===== config.mk =====
export PLATFORM = sky130hd
export DESIGN_NAME = clr_ring4
export DESIGN_NICKNAME = d
export VERILOG_FILES = /design/src/rtl/clr_ring_pkg.sv /design/src/rtl/clr_ring_stage.sv /design/src/rtl/clr_ring4.sv
export SDC_FILE = /design/constraint.sdc
export NUM_CORES = 1
export LEC_CHECK = 0
export ABC_AREA = 0
export BUFFER_PORTS_ARGS = -buffer_cell sky130_fd_sc_hd__buf_2
export CORE_AREA = 2 2 39 41
export CTS_CLUSTER_DIAMETER = 100
export DETAILED_ROUTE_END_ITERATION = 12
export DIE_AREA = 0 0 41 43
export SKIP_LAST_GASP = 1
export SYNTH_ARGS = -nofsm -noshare
export SYNTH_HDL_FRONTEND = slang
export SYNTH_HIERARCHICAL = 1
export SYNTH_SLANG_ARGS = --single-unit

===== constraint.sdc =====
create_clock -name clk -period 1.1 [get_ports clk]
set_clock_uncertainty 0.2 [all_clocks]
set_input_delay 0.055 -clock clk [delete_from_list [all_inputs] [get_ports clk]]
set_output_delay 0.055 -clock clk [all_outputs]
set_load 0.005 [all_outputs]

===== src/rtl/clr_ring_pkg.sv =====
package clr_ring_pkg;

    // Storage variant of one ring stage
    typedef enum logic [0:0] {
        STAGE_PLAIN   = 1'b0,
        STAGE_FLIPPED = 1'b1
    } stage_kind_e;

endpackage


===== src/rtl/clr_ring_stage.sv =====
module clr_ring_stage
    import clr_ring_pkg::*;
#(
    parameter stage_kind_e KIND = STAGE_PLAIN
) (
    input  logic clk,
    input  logic clr_n,
    input  logic adv,
    input  logic d,
    output logic q
);

    logic held;   // cleared-only storage bit

    generate
        if (KIND == STAGE_FLIPPED) begin : g_flipped
            // inverted on the way in and on the way out
            always_ff @(posedge clk or negedge clr_n) begin
                if (!clr_n)
                    held <= 1'b0;
                else if (adv)
                    held <= ~d;
            end
            assign q = ~held;
        end else begin : g_plain
            always_ff @(posedge clk or negedge clr_n) begin
                if (!clr_n)
                    held <= 1'b0;
                else if (adv)
                    held <= d;
            end
            assign q = held;
        end
    endgenerate

endmodule


===== src/rtl/clr_ring4.sv =====
module clr_ring4
    import clr_ring_pkg::*;
#(
    parameter int WIDTH = 4
) (
    input  logic             clk,
    input  logic             init_n,
    input  logic             shift_en,
    output logic [WIDTH-1:0] ring_q
);

    localparam int LEAD = WIDTH - 1;

    logic [WIDTH-1:0] stage_q;
    logic [WIDTH-1:0] stage_d;

    generate
        for (genvar i = 0; i < WIDTH; i++) begin : g_stage
            // each stage takes the stage above it; the lowest wraps to the top
            if (i == LEAD) begin : g_lead
                assign stage_d[i] = stage_q[0];
                clr_ring_stage #(.KIND(STAGE_FLIPPED)) u_stage (
                    .clk   (clk),
                    .clr_n (init_n),
                    .adv   (shift_en),
                    .d     (stage_d[i]),
                    .q     (stage_q[i])
                );
            end else begin : g_follow
                assign stage_d[i] = stage_q[i+1];
                clr_ring_stage #(.KIND(STAGE_PLAIN)) u_stage (
                    .clk   (clk),
                    .clr_n (init_n),
                    .adv   (shift_en),
                    .d     (stage_d[i]),
                    .q     (stage_q[i])
                );
            end
        end
    endgenerate

    assign ring_q = stage_q;

endmodule


Word level (Yosys, flattened, before mapping). Cells that the tools add are included.

Flip-flop bits (word level): 4. Bits in latches: 0. Memory bits (writable): 0. Bits in read-only memories: 0. Output and inout bits: 4. Word-level logic and storage cells: 6. Memories kept: 0.

Add/sub/neg operators: 0. Multipliers: 0. Divide/modulo/power cells: 0. $lt $le $gt $ge: 0. Eq/ne operators: 0. Shift-type cells: 0. Muxes and demuxes: 0. Bitwise logic cells: 2. Reductions and logical operators: 0.

Operator list (number): inverter 1 bit (2).

Logic depth before layout (Yosys ltp). Gate-level depths: netlist (run 1).

Depth after elaboration: 1. Depth in mapped cells: 2. Mapped depth without buffers: 2.

Cells and area by module. The synthesis (run 1) kept the hierarchy.

Modules (own cells, without submodules): clr_ring_stage at g_stage[0].g_follow.u_stage ... (times used 3, cells each 2, area an instance 40.0 um2); clr_ring_stage at g_stage[3].g_lead.u_stage (times used 1, cells each 3, area an instance 38.8 um2).

Worst setup path before layout (run 1). No wires, ideal clock.

Kind: flip-flop to flip-flop. Start: reg g_stage[0].g_follow.u_stage/q (netlist name). End: reg g_stage[0].g_follow.u_stage.held. Arrival: 0.638 ns. Data required time: 0.775 ns. Path slack: 0.137 ns. Stages on the path, launching flop included: 2. Path buffers: 0. Clock period less this slack: 0.963 ns. Cell sequence: dfrtp_1 mux2_4.

RTL lines: end signal: assignment (line clr_ring_stage.sv:28) `held <= 1'b0;`; end signal: assignment (line clr_ring_stage.sv:30) `held <= d;`; end: declaration (line clr_ring_stage.sv:13) `logic held;`.

Final worst setup path (run 1).
Start: reg g_stage[3].g_lead.u_stage.held. End: out ring_q[3].

Longest elaborated chain between the ends: 1.

Ends and longest elaborated chain: start: declaration (line clr_ring_stage.sv:13); start signal: assignment (line clr_ring_stage.sv:22) `held <= ~d;`; inverter 1 bit (line clr_ring_stage.sv:24) `assign q = ~held;`; end: declaration (line clr_ring4.sv:9) `output logic [WIDTH-1:0] ring_q`.

No other way between the ends.

==> results.cfg, run 1 <==
[clock_network]
cts_max_level = 1
clock_path_buffers = 2
clkLatencyLatePin_ns = 0.23
cts-root-buf = clkbuf_4
cts_buffers = 3
post_cts_buffers = 0
cts_sinks = 4
ctsHoldBuffers = 2
cts_tree = built
cts.reportedPaths.clkPinSlew_ns = 0.03
cts_resized = 0

[final_layout]
final_area_sq_um = 251
final_nets = 25
syn_to_final_growth_pct = 58.3
layout-drive-gt1-share = 0.600
n_antenna_cell = 0
final_core_util = 0.182

[global_routing]
grt_use_total = 0.0543
gr-total-overflow = 0
grt_max_degree = 5
grt_pass1_vias = 151
grt_pass1_wl_um = 538
antenna_found_initial = 0

[timing]
fmax_mhz = 966
fin_tns_setup_ns = 0
setup_viol = 0
worst_pin_slew_ns = 0.104
slew_headroom = 0.928
whs_ns = -0.0902
period_share = 0.941
finalMaxSlewViolations = 0
rsz0062_at_grt = no
period_minus_slack_ns = 1.03
worst_slack_ns = 0.0652
hold_viol = 4

[place]
post-place-ws_ns = 0.117
portBuffers = 6
place_hpwl_um = 243
dpl_cell_area_sq_um = 209
place.gp.congestion = 0.600

[worst_setup_path]
cp.buffers_inverters = 2
critical-path-max-stage-delay_ns = 0.35
worst_setup_path_start_kind = flip-flop
crit_chain = inv_1, buf_2
slowest_stage = dfrtp_1
path_delay_family = flip-flops
crit_path_end_kind = output pin
regToRegSetupSlack_ns = 0.11
worstReg2RegStart = g_stage[2].g_follow.u_stage/q
r2r_end = g_stage[2].g_follow.u_stage/q
path_class = flip-flop to output pin
path_max_fanout = 3
crit_arrival_ns = 0.78
r2r_cells = 1
required_ns = 0.84

[worst_hold_path]
hold_path_class = primary input to flip-flop
min_to = g_stage[3].g_lead.u_stage/held
min-delay-start = shift_en
whs_path_depth = 2

[route]
viasPerCell = 3.19
totalWireLength_um = 334
drt_first_pass_iters = 2
drt-met1-wl_um = 170
routed-wl-met2_um = 114
num_vias = 115
routed.top_layer = met3
met3RoutedLength_um = 49
ant_nets = 0
drc = 0
wire_per_inst_um = 9.28
drt-initial-drc-count = 2

[die]
start_util = 0.115
dieHeight_um = 43
ioPinCount = 7
core_area_sq_mm = 0.00138
die_x_um = 41
die_area_sq_mm = 0.00176
num_rows = 14

[pwr]
p_leak_nw = 0.142
powerDensity_mw_per_mm2 = 1370
ir_drop_uv = 338

[run_status]
outcome = finished, violations left
violations = hold timing

[synth]
synth_seq_cells = 4
synth_area_per_cell_sq_um = 17.7
yosysSeqAreaShare = 0.630
synthesis.nets = 12
yosys_warnings = 6
netlist_instances = 9
yosysUniqueCellTypes = 4
synth_area_sq_um = 159

[flow_run]
drv_cap = 0
[worst max-delay path by stage]
| stage | from | to | cells past startpoint |
|---|---|---|---|
| after CTS | g_stage[3].g_lead.u_stage/held | ring_q[3] | 2 |
| after floorplan | g_stage[0].g_follow.u_stage/q | g_stage[0].g_follow.u_stage/q | 1 |
| after global placement | g_stage[0].g_follow.u_stage/q | g_stage[0].g_follow.u_stage/q | 1 |
| after detailed placement | g_stage[2].g_follow.u_stage/q | g_stage[2].g_follow.u_stage/q | 1 |
| final | g_stage[3].g_lead.u_stage/held | ring_q[3] | 2 |
| after global routing | init_n | g_stage[3].g_lead.u_stage/held | 3 |
[cells by family (layout without fill, tap and decap cells)]
group,Yosys count,count (layout),share of synthesized area
multiplexers,4,4,0.346
flip-flops,4,4,0.630
buffers and inverters,1,12,0.0236
[cells in the final DEF, fill, tap and decap left out, drive strengths merged]
cell and instances:
dfrtp 4, buf 6, mux2i 1, mux2 3, clkbuf 3, dlygate4sd3 2, inv 1
[metal layers]
layer  global-route usage  vias to the layer above
met2               0.0625                        7
met5                    0                        -
met4               0.0200                        0
met1               0.0518                       55
li1                     -                       53
met3               0.0785                        0
[area by class of cell]
class                      instances  area (sq um)
timing repair buffer               8          50.0
sequential                         4           100
tap                               16          20.0
inverter                           1          3.75
fill                             146          1130
clock buffer                       3          22.5
multi-input combinational          4          55.1
[synthesized netlist by cell type]
| cell type | n | area share |
|---|---|---|
| mux2_4 | 3 | 0.28 |
| mux2i_1 | 1 | 0.063 |
| inv_1 | 1 | 0.024 |
| dfrtp_1 | 4 | 0.63 |
[where the power goes]
part	switching (mW)	internal (mW)	leakage (nW)	total (mW)
clock	0.0580	0.122	0.0138	0.180
sequential	0	0.148	0.0507	0.148
combinational	0.00749	0.00964	0.0774	0.0171
[stage by stage]
step | power (mW) | std cells
final | 0.345 | 36
after global routing | 0.371 | 36
after CTS | 0.356 | 36
after detailed placement | 0.162 | 31
after global placement | 0.161 | 31
after floorplan | 0.153 | 9
[registers in the layout (all words and copies together), names as in the netlist]
name	flops
g_stage.g_lead.u_stage/held	1
g_stage.g_follow.u_stage/q	3
(Power assumes the default switching activity.)
==> run 2: changes to the inputs <==
--- a/config.mk
+++ b/config.mk
@@ -11,7 +11,9 @@
 export CTS_CLUSTER_DIAMETER = 100
 export DETAILED_ROUTE_END_ITERATION = 12
 export DIE_AREA = 0 0 41 43
+export PLACE_DENSITY = 0.3
 export SKIP_LAST_GASP = 1
+export SLEW_MARGIN = 25
 export SYNTH_ARGS = -nofsm -noshare
 export SYNTH_HDL_FRONTEND = slang
 export SYNTH_HIERARCHICAL = 1
==> results.cfg, run 2 (synthesis results as in run 1) <==
[run_status]
outcome = finished, violations left
violations = hold timing

[pwr]
powerDensity_mw_per_mm2 = 1360
p_leak_nw = 0.142
ir_drop_uv = 239

[worst_setup_path]
worst_setup_path_start_kind = flip-flop
required_ns = 0.84
crit_arrival_ns = 0.78
path_max_fanout = 3
critical-path-max-stage-delay_ns = 0.35
path_delay_family = flip-flops
cp.buffers_inverters = 2
worstReg2RegStart = g_stage[1].g_follow.u_stage/q
crit_start = g_stage[3].g_lead.u_stage/held
crit_path_end_kind = output pin
crit_chain = inv_1, buf_2
slowest_stage = dfrtp_1
path_class = flip-flop to output pin

[timing]
setup_viol = 0
period_minus_slack_ns = 1.04
fmax_mhz = 963
whs_ns = -0.0934
period_share = 0.944
finalMaxSlewViolations = 0
slew_headroom = 0.927
fin_tns_setup_ns = 0
rsz0062_at_grt = no
worst_pin_slew_ns = 0.106
hold_viol = 4

[die]
start_util = 0.115
core_area_sq_mm = 0.00138
die_area_sq_mm = 0.00176
die_x_um = 41
ioPinCount = 7
dieHeight_um = 43
num_rows = 14

[final_layout]
syn_to_final_growth_pct = 58.3
largest_reg_flops = 3
layout-drive-gt1-share = 0.600
final_common_cell = buf_2
layout_common_cells = buf_2, dfrtp_1, clkbuf_4, mux2_4, dlygate4sd3_1
multi_input_area_sq_um = 55.1
nFillCells = 160
fin_cells = 36
final_nets = 25
n_antenna_cell = 0
seqCellArea_sq_um = 100

[route]
ant_nets = 0
wire_per_inst_um = 8.64
drt-initial-drc-count = 0
drt_first_pass_iters = 1
drc = 0
viasPerCell = 3.11
num_vias = 112
totalWireLength_um = 311

[worst_hold_path]
min-delay-start = shift_en
hold_path_class = primary input to flip-flop

[clock_network]
cts_sinks = 4
clkLatencyLatePin_ns = 0.23
clock_path_buffers = 2
ctsHoldBuffers = 2
cts-root-buf = clkbuf_4
cts_buffers = 3
cts.reportedPaths.clkPinSlew_ns = 0.04
cts_max_level = 1
cts_tree = built

[place]
portBuffers = 6
placed_cells = 31
place_hpwl_um = 225
place.gp.congestion = 0.531

[global_routing]
grt_use_total = 0.0533
grt_pass1_vias = 130
grt.met1_usage = 0.0419
use_met2 = 0.0594
antenna_found_initial = 0
gr-total-overflow = 0
grt_max_degree = 5
busiest_layer = met4
use_met3 = 0.0157
grt_pass1_wl_um = 503

[flow_run]
drv_cap = 0
[run 2: power breakdown]
part / total [mW] / switching (mW) / internal (mW)
logic: 0.0171 / 0.00740 / 0.00965
clock network: 0.178 / 0.0559 / 0.122
registers: 0.148 / 0 / 0.148
total: 0.343 / 0.0633 / 0.279
[run 2: metrics by stage]
step	power [mW]	worst slack, ns	instance area [sq um]	util
3_3_place_gp	0.162	0.133	209	0.151
4_1_cts	0.357	0.0427	251	0.182
6_report	0.343	0.0620	251	0.182
3_5_place_dp	0.162	0.125	209	0.151
5_1_grt	0.365	0.00996	251	0.182
2_1_floorplan	0.153	0.137	159	-
[run 2: cell type report]
type,instances,share of cell area
Inverter,1,0.0149
Sequential cell,4,0.398
Multi-Input combinational cell,4,0.219
Tap cell,16,0.0796
Timing Repair Buffer,8,0.199
Clock buffer,3,0.0896
[run 2: worst paths after layout]
kind,to,slack (ns),cells past startpoint
setup / recovery,ring_q[3],0.06,2
hold / removal,g_stage[3].g_lead.u_stage/held,-0.09,2
setup reg to reg,g_stage[1].g_follow.u_stage/q,0.13,1
hold reg to reg,g_stage[3].g_lead.u_stage/held,0.28,1
max in group asynchronous,g_stage[2].g_follow.u_stage/q,0.07,3
min in group asynchronous,g_stage[3].g_lead.u_stage/held,0.51,3
[run 2: repair_timing]
item,in CTS,in global routing
buffers inserted,0,0
gates resized for setup,0,0
endpoints found under the hold margin,8,4
[run 2: routing by layer]
layer	up-vias	part of all wire
li1	53	-
met1	53	0.36
met2	4	0.55
met3	2	0.045
met4	0	0.039
met5	-	0
